File: config.mk
export PLATFORM = sky130hd
export DESIGN_NAME = frc_pixel_modulator
export DESIGN_NICKNAME = d
export VERILOG_FILES = /design/src/rtl/frc_pkg.sv /design/src/rtl/frc_phase_fsm.sv /design/src/rtl/frc_pixel_cell.sv /design/src/rtl/frc_pixel_modulator.sv
export SDC_FILE = /design/constraint.sdc
export NUM_CORES = 1
export LEC_CHECK = 0
export ABC_AREA = 1
export BUFFER_PORTS_ARGS = -buffer_cell sky130_fd_sc_hd__buf_2
export CAP_MARGIN = 20
export CORE_AREA = 5 5 251 253
export CTS_CLUSTER_DIAMETER = 150
export CTS_CLUSTER_SIZE = 30
export DETAILED_ROUTE_END_ITERATION = 16
export DIE_AREA = 0 0 256 258
export PLACE_DENSITY = 0.42
export SETUP_SLACK_MARGIN = 0.2
export SLEW_MARGIN = 10
export SYNTH_ARGS = -nofsm -noshare
export SYNTH_HDL_FRONTEND = slang
export SYNTH_HIERARCHICAL = 1
export SYNTH_SLANG_ARGS = --single-unit
File: constraint.sdc
create_clock -name clk -period 58.7 [get_ports clk]
set_clock_uncertainty 0.2 [all_clocks]
set_input_delay 11.74 -clock clk [delete_from_list [all_inputs] [get_ports clk]]
set_output_delay 11.74 -clock clk [all_outputs]
set_load 0.1 [all_outputs]
File: src/rtl/frc_pkg.sv
package frc_pkg;
    typedef enum logic [1:0] {
        PH_0 = 2'd0,
        PH_1 = 2'd1,
        PH_2 = 2'd2
    } frc_phase_e;

    localparam logic [1:0] DRV_ON    = 2'b00;
    localparam logic [1:0] DRV_OFF   = 2'b01;
    localparam logic [1:0] DRV_BLANK = 2'b10;

    function automatic logic [1:0] add_mod3(input logic [1:0] a, input logic [1:0] b);
        logic [2:0] s;
        s = {1'b0, a} + {1'b0, b};
        return (s >= 3'd3) ? 2'(s - 3'd3) : s[1:0];
    endfunction
endpackage

File: src/rtl/frc_phase_fsm.sv
module frc_phase_fsm
    import frc_pkg::*;
(
    input  logic       clk,
    input  logic       rst_n,
    input  logic       frame_tick,
    output frc_phase_e phase
);
    frc_phase_e phase_q, phase_d;

    always_comb begin
        phase_d = phase_q;
        if (frame_tick) begin
            unique case (phase_q)
                PH_0:    phase_d = PH_1;
                PH_1:    phase_d = PH_2;
                PH_2:    phase_d = PH_0;
                default: phase_d = PH_0;
            endcase
        end
    end

    always_ff @(posedge clk or negedge rst_n) begin
        if (!rst_n) phase_q <= PH_0;
        else        phase_q <= phase_d;
    end

    assign phase = phase_q;

    AST_PHASE_STEP: assert property (@(posedge clk) disable iff (!rst_n)
        frame_tick |=> (2'(phase_q) == add_mod3(2'($past(phase_q)), 2'd1)));
    AST_PHASE_HOLD: assert property (@(posedge clk) disable iff (!rst_n)
        !frame_tick |=> $stable(phase_q));
    AST_PHASE_LEGAL: assert property (@(posedge clk) disable iff (!rst_n)
        2'(phase_q) != 2'd3);
endmodule

File: src/rtl/frc_pixel_cell.sv
module frc_pixel_cell
    import frc_pkg::*;
#(
    parameter int COL_IDX = 0
) (
    input  logic       clk,
    input  logic       rst_n,
    input  logic [1:0] pix,
    input  logic       gray_flip,
    input  logic       blank_n,
    input  logic [1:0] row_base,
    output logic [1:0] drv
);
    localparam logic [1:0] COL_M3 = 2'(COL_IDX % 3);

    logic [1:0] level;
    logic [1:0] offset;
    logic       fire;

    always_comb begin
        level  = gray_flip ? ~pix : pix;
        offset = add_mod3(row_base, COL_M3);
        fire   = ({1'b0, offset} < {1'b0, level});
        if (!blank_n)  drv = DRV_BLANK;
        else if (fire) drv = DRV_ON;
        else           drv = DRV_OFF;
    end

    AST_BLANK_WINS: assert property (@(posedge clk) disable iff (!rst_n)
        !blank_n |-> drv == DRV_BLANK);
    AST_NO_ILLEGAL_CODE: assert property (@(posedge clk) disable iff (!rst_n)
        drv != 2'b11);
    AST_BLACK_ALWAYS_ON: assert property (@(posedge clk) disable iff (!rst_n)
        (blank_n && pix == (gray_flip ? 2'b00 : 2'b11)) |-> drv == DRV_ON);
    AST_WHITE_ALWAYS_OFF: assert property (@(posedge clk) disable iff (!rst_n)
        (blank_n && pix == (gray_flip ? 2'b11 : 2'b00)) |-> drv == DRV_OFF);
endmodule

File: src/rtl/frc_pixel_modulator.sv
module frc_pixel_modulator
    import frc_pkg::*;
#(
    parameter int NUM_COLS = 160,
    parameter int LINE_W   = 8
) (
    input  logic                    clk,
    input  logic                    rst_n,
    input  logic                    frame_tick,
    input  logic [LINE_W-1:0]       line_idx,
    input  logic [2*NUM_COLS-1:0]   row_pix,
    input  logic                    gray_flip,
    input  logic                    blank_n,
    output logic [2*NUM_COLS-1:0]   drv_code
);
    localparam int PIX_W = 2;

    frc_phase_e phase;
    logic [1:0] line_m3;
    logic [1:0] row_base;

    frc_phase_fsm u_phase (
        .clk        (clk),
        .rst_n      (rst_n),
        .frame_tick (frame_tick),
        .phase      (phase)
    );

    // Line index modulo 3, folded bit by bit from the MSB down.
    always_comb begin
        logic [2:0] t;
        line_m3 = 2'd0;
        for (int i = LINE_W - 1; i >= 0; i--) begin
            t = {line_m3, line_idx[i]};
            line_m3 = (t >= 3'd3) ? 2'(t - 3'd3) : t[1:0];
        end
        row_base = add_mod3(line_m3, 2'(phase));
    end

    for (genvar c = 0; c < NUM_COLS; c++) begin : g_col
        frc_pixel_cell #(.COL_IDX(c)) u_cell (
            .clk       (clk),
            .rst_n     (rst_n),
            .pix       (row_pix[PIX_W*c +: PIX_W]),
            .gray_flip (gray_flip),
            .blank_n   (blank_n),
            .row_base  (row_base),
            .drv       (drv_code[PIX_W*c +: PIX_W])
        );
    end

    AST_BASE_LEGAL: assert property (@(posedge clk) disable iff (!rst_n)
        row_base != 2'd3);
endmodule

# [Word-level counts from Yosys, hierarchy flattened]
# Cells that the tools add are included.
# W data, S select, Z words.
[op_classes] bitwise_logic=160 n_reduce_logical=1 n_eq_ne=1 muxes=492 n_lt_le_gt_ge=171 add_sub_neg=14
[op_table] operator="$mux W2" n=331
[op_table] operator="$lt A2 B2 Y1" n=160
[op_table] operator="$not A2 Y2" n=160
[op_table] operator="$mux W1" n=160
[op_table] operator="$ge A3 B2 Y1 const B" n=9
[op_table] operator="$sub A2 B2 Y2 const B" n=11
[op_table] operator="$ge A2 B2 Y1 const B" n=2
[op_table] operator="$pmux W2 S2" n=1
[op_table] operator="$add A2 B1 Y3 const B" n=1
[op_table] operator="$add A2 B2 Y3" n=1
[op_table] operator="$add A2 B2 Y3 const B" n=1
[op_table] operator="$eq A2 B1 Y1 const B" n=1
[op_table] operator="$logic_not A2 Y1" n=1
[word_totals] wordCells=840 reg_bits=2

# [Depth between registers and ports, before layout]
[logic_depth] word_depth=23 depth_mapped=48

# [Cells and area by module]
# Netlist, hierarchy kept.
[modules_own_cells] module="frc_pixel_cell at g_col[100].u_cell ..." cells_each=14 seq_area_each_um2=0.0 n_inst=106 area_per_inst_um2=81.3
[modules_own_cells] module="frc_pixel_cell at g_col[0].u_cell ..." cells_each=14 seq_area_each_um2=0.0 n_inst=54 area_per_inst_um2=72.6
[modules_own_cells] module="frc_pixel_modulator" cells_each=98 seq_area_each_um2=0.0 n_inst=1 area_per_inst_um2=621.8
[modules_own_cells] module="frc_phase_fsm" cells_each=11 seq_area_each_um2=50.0 n_inst=1 area_per_inst_um2=85.1

# [Least setup slack after synthesis]
# OpenSTA, ideal clock, no wires.
[synth_path] kind="input -> output" from="input port line_idx[6]" to="output port drv_code[100]" slack_ps=21208 n_path_buf=0 stages=46 arrival_ps=25552 required_ps=46760 cell_sequence="inv_1 nor2_1 ha_1 inv_2 nand3_1 nand2_2 inv_1 ha_1 inv_1 nand2_1 inv_2 nand2_1 nand2_1 nand2_1 ha_1 inv_1 nand2_1 nand2_1 [10 not listed] nor2_4 nand3_1 o21ai_2 ha_1 inv_1 nand3_2 nand2_1 nand2_1 ha_1 fa_1 ha_1 a211o_1 xor2_1 inv_1 ha_1 ha_1 nand2_1 a21oi_2"
[synth_between] elab_chain_len=23 word_cells_on_any_way=32 classes_between="11 x add/sub; 10 x order compare; 11 x mux"
[synth_rtl] element="start, declared" line_no="frc_pixel_modulator.sv:10" text="input logic [LINE_W-1:0] line_idx,"
[synth_rtl] element="$sub A2 B2 Y2 or $ge A2 B2 Y1 (tied branches)" line_no="frc_pixel_modulator.sv:35" text="line_m3 = (t >= 3'd3) ? 2'(t - 3'd3) : t[1:0];"
[synth_rtl] element="$mux W2 *" line_no="frc_pixel_modulator.sv:35"
[synth_rtl] element="$ge A3 B2 Y1 or $sub A2 B2 Y2 (tied branches)" line_no="frc_pixel_modulator.sv:35"
[synth_rtl] element="$mux W2 *" line_no="frc_pixel_modulator.sv:35"
[synth_rtl] element="$ge A3 B2 Y1 or $sub A2 B2 Y2 (tied branches)" line_no="frc_pixel_modulator.sv:35"
[synth_rtl] element="$mux W2 *" line_no="frc_pixel_modulator.sv:35"
[synth_rtl] element="$ge A3 B2 Y1 or $sub A2 B2 Y2 (tied branches)" line_no="frc_pixel_modulator.sv:35"
[synth_rtl] element="$mux W2 *" line_no="frc_pixel_modulator.sv:35"
[synth_rtl] element="[8 not listed]"
[synth_rtl] element="$mux W2 *" line_no="frc_pkg.sv:15" text="return (s >= 3'd3) ? 2'(s - 3'd3) : s[1:0];"
[synth_rtl] element="net row_base[0]" line_no="frc_pixel_modulator.sv:20" text="logic [1:0] row_base;"
[synth_rtl] element="$add A2 B2 Y3 *" line_no="frc_pkg.sv:14" text="s = {1'b0, a} + {1'b0, b};"
[synth_rtl] element="$ge A3 B2 Y1 or $sub A2 B2 Y2 (tied branches)" line_no="frc_pkg.sv:15"
[synth_rtl] element="$mux W2 *" line_no="frc_pkg.sv:15"
[synth_rtl] element="$lt A2 B2 Y1 *" line_no="frc_pixel_cell.sv:23" text="fire = ({1'b0, offset} < {1'b0, level});"
[synth_rtl] element="$mux W1 *" line_no="frc_pixel_cell.sv:25" text="else if (fire) drv = DRV_ON;"
[synth_rtl] element="$mux W2 *" line_no="frc_pixel_cell.sv:24" text="if (!blank_n) drv = DRV_BLANK;"
[synth_rtl] element="end, declared" line_no="frc_pixel_modulator.sv:14" text="output logic [2*NUM_COLS-1:0] drv_code"
# Mark *: on every way through the listed nets, which the timed path passes. The rest lies on a longest branch.

# [Final worst setup path]
[layout_path] from="input port line_idx[6]" to="output port drv_code[106]"
# Same word-level chain as after synthesis.

==> results.py <==
metrics = {
    "sta": {
        "slew_violations": 0,
        "slew_headroom_pct": 31.34,
        "tightest_slew_ps": 1030,
        "setup_viol": 0,
        "fmax_mhz": 32.02,
        "hold_viol": 0,
        "post-route-min-period_ps": 31230,
        "tns_ps": 0,
        "rsz0062_at_grt": "no",
        "timing.final.crit_share_pct": 53.20,
    },
    "worst_setup_path": {
        "cp_common_cell": "nand2_1",
        "r2r_slack_ps": 57800,
        "max_stage_delay_ps": 740,
        "cp_top_family": "adder cells",
        "startpoint_type": "primary input",
        "worstPathRequired_ps": 46760,
        "cp_max_fo": 95,
        "worst-path-buf-inv": 12,
        "worstPathArrival_ps": 19290,
        "critPathCaptureType": "output port",
        "critical_path_class": "in -> out",
        "cp_slowest_cell": "buf_4",
    },
    "floorplanning": {
        "rows": 91,
        "die_h_microns": 258,
        "dieArea_sq_um": 66050,
        "start_util_pct": 21.79,
        "die_w_microns": 256,
        "boundaryPins": 653,
        "core_sq_um": 60800,
    },
    "route": {
        "wire_per_inst_microns": 12.59,
        "postRouteAntennaNets": 0,
        "drc_errors": 0,
        "drtIter0Drc": 564,
        "via_count": 14557,
        "drt-total-wl_mm": 48.06,
        "first_pass_iters": 4,
        "via_per_inst": 3.813,
    },
    "global_routing": {
        "use_met1_pct": 15.69,
        "track_usage_pct": 13.60,
        "grt.busiest_layer": "met2",
        "grt_antenna_before_repair": 23,
        "grt.overflow.total": 0,
        "grtUsageMet3_pct": 4.224,
        "grt_max_degree": 171,
        "grt_pass1_vias": 13706,
        "grt_pass1_wl_mm": 74.64,
        "grt_util_met2_pct": 25.25,
    },
    "clocking": {
        "numCtsBuffers": 3,
        "ctsHoldBuffers": 0,
        "root_buffer": "clkbuf_16",
        "clock_latency_ps": 220,
        "cts_max_level": 1,
        "clk_pin_slew_worst_paths_ps": 30,
        "cts_tree": "done",
        "cts_setup_buffers": 0,
        "cts_resized": 0,
        "cts.sinks": 2,
        "cts_buffer_depth": 2,
    },
    "layout": {
        "final_layout_size_suffix_gt1_share_pct": 28.35,
        "syn_to_final_growth_pct": 34.05,
        "finalNetCount": 3622,
        "largest_reg_flops": 2,
    },
    "logic_synthesis": {
        "yosysWarningCount": 6,
        "syn_avg_cell_area_sq_um": 5.639,
        "synth_cell_types": 21,
        "synth_area_sq_um": 13250,
        "seq_area_frac_synth_pct": 0.3778,
        "syn_nets": 2957,
        "syn_inst": 2349,
        "synth_seq_cells": 2,
    },
    "place": {
        "dp_hpwl_mm": 39.64,
        "portBuffers": 652,
        "gp_congestion": 0.8054,
    },
    "run_status": {
        "outcome": "finished, final reports clean",
    },
    "run": {
        "max-cap-violations": 0,
    },
    "hold_path": {
        "worstHoldPathType": "reg -> reg",
    },
}
[cell type report]
class,count,area [sq um]
Tap cell,790,988.4
Fill cell,7073,43040
Inverter,932,3498
Timing Repair Buffer,660,3373
Antenna cell,16,40.04
Clock buffer,3,75.07
Sequential cell,2,50.05
Multi-Input combinational cell,1415,9732
[cell usage after synthesis]
cell type | number | share of area, %
inv_1 | 930 | 26
nand2_1 | 564 | 16
ha_1 | 274 | 26
nand3_1 | 164 | 6.2
a21oi_2 | 163 | 11
xnor2_1 | 160 | 11
nor2_1 | 56 | 1.6
nand2_2 | 11 | 0.52
nand4_1 | 6 | 0.28
nand3_2 | 5 | 0.38
dfrtp_1 | 2 | 0.38
inv_2 | 2 | 0.057
nand4_2 | 2 | 0.19
nor2_4 | 2 | 0.17
o21ai_2 | 2 | 0.13
a211o_1 | 1 | 0.066
a21oi_4 | 1 | 0.12
fa_1 | 1 | 0.15
mux2_2 | 1 | 0.085
nor2_2 | 1 | 0.047
xor2_1 | 1 | 0.066
[stage by stage]
step	worst slack, ps	area (sq um)	utilization, %	instances	hold slack (ps)
finish	27470	17760	29.21	3818	352.5
global route	26770	17740	29.18	3812	391.2
CTS	27320	17720	29.14	3802	366.6
detailed placement	27340	17640	29.02	3799	356.4
floorplan	21210	13250	-	2349	296.6
global placement	27330	17640	29.02	3799	368.0
[per-layer routing]
| metal | share of wire, % | routed length (microns) |
|---|---|---|
| met5 | 0.23 | 111 |
| met4 | 1.3 | 605 |
| met3 | 7.5 | 3620 |
| met2 | 50 | 23950 |
| met1 | 41 | 19780 |
[logic make-up (layout without fill, tap and decap cells)]
family                   count (synthesis)  count (layout)  share of synthesized area (%)
buffers and inverters                  932            1595                          26.41
AND/OR/NAND/NOR                        811             811                          25.35
adder cells (fa/ha/maj)                275             275                          26.03
AO/OA/AOI/OAI                          167             167                          11.10
XOR/XNOR                               161             161                          10.65
flip-flops                               2               2                         0.3778
multiplexers                             1               1                        0.08500
other                                    0              16                              0
[tightest hold or removal path: stages, from the launching register on]
cell and delay [ps]:
dfrtp_1 390, nand2_1 70, nand2_1 50
[worst paths after layout]
kind | from | cells after the start | to
setup / recovery | line_idx[6] | 48 | drv_code[106]
hold reg to reg | u_phase/phase[0] | 2 | u_phase/phase[0]
hold / removal | u_phase/phase[0] | 2 | u_phase/phase[0]
max in group asynchronous | rst_n | 1 | u_phase/phase[0]
min in group asynchronous | rst_n | 1 | u_phase/phase[1]
setup reg to reg | u_phase/phase[1] | 3 | u_phase/phase[0]
[layout by cell type, fill, tap and decap left out]
cell,instances
buf_2,650
mux2_8,1
nand2_1,564
nand4_2,2
inv_2,2
nor2_4,2
nand3_1,164
clkbuf_16,3
buf_4,6
dfrtp_1,2
buf_12,3
a21oi_2,163
fa_1,1
nand4_1,6
inv_1,930
ha_1,274
o21ai_2,2
nand3_2,5
a21oi_4,1
xnor2_1,160
xor2_4,1
diode_2,16
nor2_1,56
a211o_1,1
nor2_2,1
nand2_2,11
buf_8,1
Power is not shown: default switching activity piles up to over one toggle a cycle in this logic, so the estimate is an artifact.
